**src/rtl/conv_pkg.sv**
```systemverilog
package conv_pkg;
  localparam int KDIM   = 3;
  localparam int KTAPS  = KDIM * KDIM;
  localparam int COEF_W = 8;

  typedef logic signed [COEF_W-1:0] coef_t;
  typedef coef_t [KTAPS-1:0] kern_t;

  // symmetric sharpening kernel, tap index = row*KDIM + col
  localparam kern_t KERN_SHARPEN = {8'h00, 8'hFF, 8'h00,
                                    8'hFF, 8'h05, 8'hFF,
                                    8'h00, 8'hFF, 8'h00};

  typedef enum logic [2:0] {
    CS_IDLE,
    CS_FILL,
    CS_STREAM,
    CS_LAST,
    CS_DRAIN
  } ctrl_st_t;
endpackage

```
**src/rtl/conv_win_shift.sv**
```systemverilog
module conv_win_shift
  import conv_pkg::*;
#(
  parameter int PW = 8
) (
  input  logic                  clk,
  input  logic                  rst,
  input  logic                  shift_en,
  input  logic [KDIM*PW-1:0]    col_in,
  output logic [KTAPS*PW-1:0]   win
);
  logic [PW-1:0] tap_q [KDIM][KDIM];

  for (genvar r = 0; r < KDIM; r++) begin : g_row
    for (genvar c = 0; c < KDIM; c++) begin : g_col
      if (c == KDIM-1) begin : g_new
        always_ff @(posedge clk) begin
          if (rst)           tap_q[r][c] <= '0;
          else if (shift_en) tap_q[r][c] <= col_in[r*PW +: PW];
        end
      end else begin : g_old
        always_ff @(posedge clk) begin
          if (rst)           tap_q[r][c] <= '0;
          else if (shift_en) tap_q[r][c] <= tap_q[r][c+1];
        end
      end
      assign win[(r*KDIM+c)*PW +: PW] = tap_q[r][c];
    end
  end

  // window contents hold when no column is shifted in
  a_r4_window_hold: assert property (@(posedge clk) disable iff (rst)
    !shift_en |=> $stable(win));
endmodule

```
**src/rtl/conv_mac3.sv**
```systemverilog
module conv_mac3
  import conv_pkg::*;
#(
  parameter int    PW     = 8,
  parameter kern_t KERNEL = KERN_SHARPEN
) (
  input  logic                clk,
  input  logic                rst,
  input  logic [KTAPS*PW-1:0] win,
  output logic [PW-1:0]       pix_out
);
  localparam int PRW = PW + 1 + COEF_W;
  localparam int RSW = PRW + 2;
  localparam int TW  = RSW + 2;
  localparam logic signed [TW-1:0] PMAX = TW'((1 << PW) - 1);

  logic signed [PRW-1:0] prod_q [KTAPS];
  logic signed [RSW-1:0] row_q  [KDIM];
  logic signed [TW-1:0]  total;

  // stage 1: products
  for (genvar t = 0; t < KTAPS; t++) begin : g_prod
    always_ff @(posedge clk) begin
      if (rst) prod_q[t] <= '0;
      else     prod_q[t] <= $signed({1'b0, win[t*PW +: PW]}) * $signed(KERNEL[t]);
    end
  end

  // stage 2: per-row partial sums
  for (genvar r = 0; r < KDIM; r++) begin : g_rsum
    logic signed [RSW-1:0] acc;
    always_comb begin
      acc = '0;
      for (int c = 0; c < KDIM; c++) acc = acc + RSW'(prod_q[r*KDIM+c]);
    end
    always_ff @(posedge clk) begin
      if (rst) row_q[r] <= '0;
      else     row_q[r] <= acc;
    end
  end

  always_comb begin
    total = '0;
    for (int r = 0; r < KDIM; r++) total = total + TW'(row_q[r]);
  end

  // stage 3: sum and clamp
  always_ff @(posedge clk) begin
    if (rst)                pix_out <= '0;
    else if (total < 0)     pix_out <= '0;
    else if (total > PMAX)  pix_out <= '1;
    else                    pix_out <= total[PW-1:0];
  end
endmodule

```
**src/rtl/conv_ctrl_fsm.sv**
```systemverilog
module conv_ctrl_fsm
  import conv_pkg::*;
#(
  parameter int WIDTH = 512
) (
  input  logic clk,
  input  logic rst,
  input  logic start,
  input  logic any_empty,
  output logic rd_en,
  output logic issue,
  output logic vld_out,
  output logic done
);
  localparam int CW  = $clog2(WIDTH + 1);
  localparam int PIPE = 3;

  ctrl_st_t        st;
  logic [1:0]      fill_cnt;
  logic [CW-1:0]   col;
  logic [PIPE-1:0] vld_q;

  always_comb begin
    rd_en = ((st == CS_FILL) || (st == CS_STREAM)) && !any_empty;
    issue = ((st == CS_STREAM) && !any_empty) || (st == CS_LAST);
  end

  assign vld_out = vld_q[PIPE-1];

  always_ff @(posedge clk) begin
    if (rst) begin
      st       <= CS_IDLE;
      fill_cnt <= '0;
      col      <= '0;
      vld_q    <= '0;
      done     <= 1'b0;
    end else begin
      done  <= 1'b0;
      vld_q <= {vld_q[PIPE-2:0], issue};
      case (st)
        CS_IDLE: if (start) begin
          st       <= CS_FILL;
          fill_cnt <= '0;
          col      <= '0;
        end
        CS_FILL: if (rd_en) begin
          col <= col + 1'b1;
          if (fill_cnt == 2'd2) begin
            st       <= CS_STREAM;
            fill_cnt <= '0;
          end else begin
            fill_cnt <= fill_cnt + 1'b1;
          end
        end
        CS_STREAM: if (rd_en) begin
          col <= col + 1'b1;
          if (col == CW'(WIDTH - 1)) st <= CS_LAST;
        end
        CS_LAST:  st <= CS_DRAIN;
        CS_DRAIN: if (vld_q == 3'b100) begin
          done <= 1'b1;
          st   <= CS_IDLE;
        end
        default: st <= CS_IDLE;
      endcase
    end
  end

  // streaming begins right after the third fill read
  a_r2_fill_three: assert property (@(posedge clk) disable iff (rst)
    (st == CS_FILL && rd_en && fill_cnt == 2'd2) |=> (st == CS_STREAM && col == CW'(3)));

  // the read count of a line never exceeds the width
  a_r9_no_overread: assert property (@(posedge clk) disable iff (rst)
    rd_en |-> col < CW'(WIDTH));
endmodule

```
**src/rtl/conv_stream_ctrl.sv**
```systemverilog
module conv_stream_ctrl
  import conv_pkg::*;
#(
  parameter int    WIDTH  = 512,
  parameter int    PW     = 8,
  parameter kern_t KERNEL = KERN_SHARPEN
) (
  input  logic                 clk,
  input  logic                 rst,
  input  logic                 start,
  input  logic [KDIM-1:0]      line_empty,
  input  logic [KDIM*PW-1:0]   line_rd_data,
  output logic                 line_rd_en,
  output logic [PW-1:0]        pix_out,
  output logic                 pix_valid,
  output logic                 done
);
  localparam int CW = $clog2(WIDTH + 1);

  logic                rd_en;
  logic                issue;
  logic [KTAPS*PW-1:0] win;

  conv_ctrl_fsm #(.WIDTH(WIDTH)) u_fsm (
    .clk       (clk),
    .rst       (rst),
    .start     (start),
    .any_empty (|line_empty),
    .rd_en     (rd_en),
    .issue     (issue),
    .vld_out   (pix_valid),
    .done      (done)
  );

  conv_win_shift #(.PW(PW)) u_win (
    .clk      (clk),
    .rst      (rst),
    .shift_en (rd_en),
    .col_in   (line_rd_data),
    .win      (win)
  );

  conv_mac3 #(.PW(PW), .KERNEL(KERNEL)) u_mac (
    .clk     (clk),
    .rst     (rst),
    .win     (win),
    .pix_out (pix_out)
  );

  assign line_rd_en = rd_en;

  // result counter used by the checks below
  logic [CW-1:0] n_valid;
  always_ff @(posedge clk) begin
    if (rst || done)    n_valid <= '0;
    else if (pix_valid) n_valid <= n_valid + 1'b1;
  end

  // every valid result was issued three edges earlier
  a_r5_latency: assert property (@(posedge clk) disable iff (rst)
    pix_valid |-> $past(issue, 3));

  // a line ends with exactly WIDTH-2 results
  a_r7_count: assert property (@(posedge clk) disable iff (rst)
    done |-> n_valid == CW'(WIDTH - 2));

  // done follows the last result directly
  a_r7_done_after: assert property (@(posedge clk) disable iff (rst)
    done |-> ($past(pix_valid) && !pix_valid));
endmodule

```
**config.mk**
```make
export PLATFORM = sky130hd
export DESIGN_NAME = conv_stream_ctrl
export DESIGN_NICKNAME = d
export VERILOG_FILES = /design/src/rtl/conv_pkg.sv /design/src/rtl/conv_win_shift.sv /design/src/rtl/conv_mac3.sv /design/src/rtl/conv_ctrl_fsm.sv /design/src/rtl/conv_stream_ctrl.sv
export SDC_FILE = /design/constraint.sdc
export NUM_CORES = 1
export LEC_CHECK = 0
export CAP_MARGIN = 25
export CORE_MARGIN = 5
export CORE_UTILIZATION = 40
export CTS_BUF_LIST = sky130_fd_sc_hd__clkbuf_8
export DETAILED_ROUTE_END_ITERATION = 7
export PLACE_DENSITY_LB_ADDON = 0.1
export SLEW_MARGIN = 20
export SYNTH_ARGS = -nofsm -noshare
export SYNTH_HDL_FRONTEND = slang
export SYNTH_SLANG_ARGS = --single-unit
```
**constraint.sdc**
```tcl
create_clock -name clk -period 4.4 [get_ports clk]
set_clock_uncertainty 0.15 [all_clocks]
set_input_delay 0.44 -clock clk [delete_from_list [all_inputs] [get_ports clk]]
set_output_delay 0.44 -clock clk [all_outputs]
set_load 0.1 [all_outputs]
```
==> flow_summary.toml <==
[run_status]
status = "finished clean"

[route]
drt_iter0_drc = 263
drcViolationCount = 0
routed_via_density = 4.731
vias = 6094
drtAntennaViolNets = 0
routed_wl_um = 17840
routedWlPerCell_um = 13.85
dr.pass1.iters = 6

[timing]
setup_viol = 0
max_slew_margin = 0.3534
hold_violations = 0
finalCritPeriodShare = 0.7902
maxSlewViolCount = 0
fmaxAchievable_ghz = 0.2876
rsz0062_at_grt = "false"
setup_tns_ps = 0
tightest_slew_ps = 966.9
min_period_ps = 3477

[cts]
cts_resized = 0
htreeDepth = 2
post_cts_buffers = 0
cts_buffer_depth = 3
cts-root-buf = "clkbuf_8"
numClockSinks = 203
cts_tree = "yes"
path_clk_slew_ps = 60
clk_latency_ps = 520
postCtsHoldBufs = 0
cts_inserted_buffers = 36

[worst_setup_path]
slowest_stage = "fa_1"
cp-start-kind = "flip-flop"
end_kind = "flip-flop"
path_common_cell = "fa_1"
rr_startpoint = "u_mac.row_q[2][1]"
cp-startpoint = "u_mac.row_q[2][1]"
path_cells = "fa_1 > ha_1 > fa_1 > a211o_1 > o211ai_1 > a21oi_1 > or3_1 > a22oi_2 > nor4b_4 > a41oi_1"
arrival_ps = 3670
cp_slowest_stage_delay_ps = 480
path_max_fanout = 8
cp_top_family = "adder cells"
cp.required_ps = 4590
critPathKind = "flip-flop to flip-flop"
cp_num_buf_inv = 0

[finish]
layout_common_cells = "dfxtp_1 (147), nor2_1 (100), nor2b_1 (66), ha_1 (62), inv_1 (59)"
final_common_cell = "dfxtp_1"
final_util = 0.4656
syn_to_final_growth_pct = 14.85
diodes = 0
layout-drive-gt1-share = 0.07637
final_nets = 1070
final_cell_area_mm2 = 0.01093

[grt]
overflow = 0
grtUsageMet2 = 0.2244
track_usage = 0.1379
use_met3 = 0.03137
antenna_found_initial = 0
grt_most_used_layer = "met2"
grt_start_max_net_pins = 71
grt_pass1_vias = 6116
grt_pass1_wl_um = 29800
grt_use_met1 = 0.1784

[floorplan]
die_area_mm2 = 0.02697
fp.dieH_um = 164.2
initial_core_util = 0.4054
fp.dieW_um = 164.2
core_mm2 = 0.02347
rows = 56
ios = 41

[min_path]
hp-start = "rst"
min_path_type = "input pin to flip-flop"

[synthesis]
ys.warnings.count = 0
ys_ff_latch = 203
syn-num-nets = 1015
syn_area_mm2 = 0.009515
synth_ff_type = "dfxtp_1"
synth_edf_count = 56
seq_area_frac_synth = 0.4860
synth.avg_cell_area_um2 = 10.69
synthCells = 890
synth-async-reset-ratio = 0
yosysUniqueCellTypes = 62

[flow_run]
maxCapViolations = 0

[place]
portBuffers = 40
place_congestion = 0.8160
placed_area_mm2 = 0.01025
place.detailed.hpwl_um = 12980

[power]
pwr_density_cell_mw_per_mm2 = 450.0
ir_drop_v = 0.0002212
p_total_mw = 4.917
power_leakage_nw = 4.595
[registers in the layout, summed over array words and instances (netlist names)]
signal,count
u_fsm.done,1
u_mac.row_q,49
u_mac.prod_q,71
u_fsm.fill_cnt,2
u_fsm.col,10
u_mac.pix_out,8
u_win.tap_q,56
u_fsm.st,3
u_fsm.vld_q,3
[path summary, 6_finish.rpt]
check | to | slack [ps] | cells after the start
worst min register to register | u_mac.row_q[2][11] | 280 | 1
worst max-delay path | u_mac.pix_out[6] | 920 | 10
worst max register to register | u_mac.pix_out[6] | 920 | 10
worst min-delay path | u_mac.row_q[1][15] | 250 | 4
[metrics by stage]
| stage | instances | hold WS (ps) | setup slack, ps |
|---|---|---|---|
| final | 1288 | 246.2 | 922.9 |
| after global routing | 1288 | 282.3 | 666.6 |
| after CTS | 1288 | 261.9 | 895.6 |
| after detailed placement | 1226 | 270.4 | 909.4 |
| after global placement | 1226 | 270.0 | 915.2 |
| after floorplan | 890 | 263.8 | 1172 |
[final cells by class]
cell class	count	area [µm²]
multi-input cells	612	4609
flip-flops and latches	203	4624
inverters	47	176.4
clock inverters	19	81.33
fillers	2214	12540
repair buffers	45	445.4
well taps	319	399.1
clock buffers	43	591.8
[cell families (layout without fill, tap and decap cells)]
family,count (synthesis),in the layout,synth area share
mux,7,7,0.008679
simple gates,325,325,0.1811
fa+ha+maj,95,95,0.1510
buf+inv,75,154,0.03011
flops,203,203,0.4860
xor+xnor,45,45,0.04142
compound gates,140,140,0.1018
[synth_stat cells, drive strengths merged, types with 8 or more instances]
library cell / count / area [µm²]
dfxtp: 147 / 2943
nor2: 101 / 379.1
nor2b: 66 / 412.9
ha: 62 / 775.7
edfxtp: 56 / 1682
and2: 53 / 331.6
a21oi: 48 / 247.7
inv: 47 / 176.4
fa: 33 / 660.6
xor2: 28 / 245.2
nand2: 24 / 90.09
nor3: 24 / 125.1
o21ai: 19 / 95.09
clkbuf: 18 / 67.56
xnor2: 17 / 148.9
a21o: 11 / 82.58
buf: 10 / 42.54
nor4: 10 / 62.56
a41oi: 9 / 78.83
or3: 9 / 56.30
nand4: 8 / 50.05
[per-layer routing]
metal  share of wire  vias to the layer above
met5               0                        -
met4           0.028                        0
met3           0.049                       41
met2            0.46                      105
met1            0.46                     2769
li1                -                     3179
[worst min-delay path, delay by kind of cell]
kind | cells | cell delay [ps]
buffers and inverters | 2 | 250
AND/OR/NAND/NOR | 1 | 120
AO/OA/AOI/OAI | 1 | 40
[where the power goes]
part	internal, mW	switching, mW
combinational	0.467	0.701
sequential	2.06	0.0720
clock	0.883	0.733
total	3.41	1.51
(Power assumes the default switching activity.)
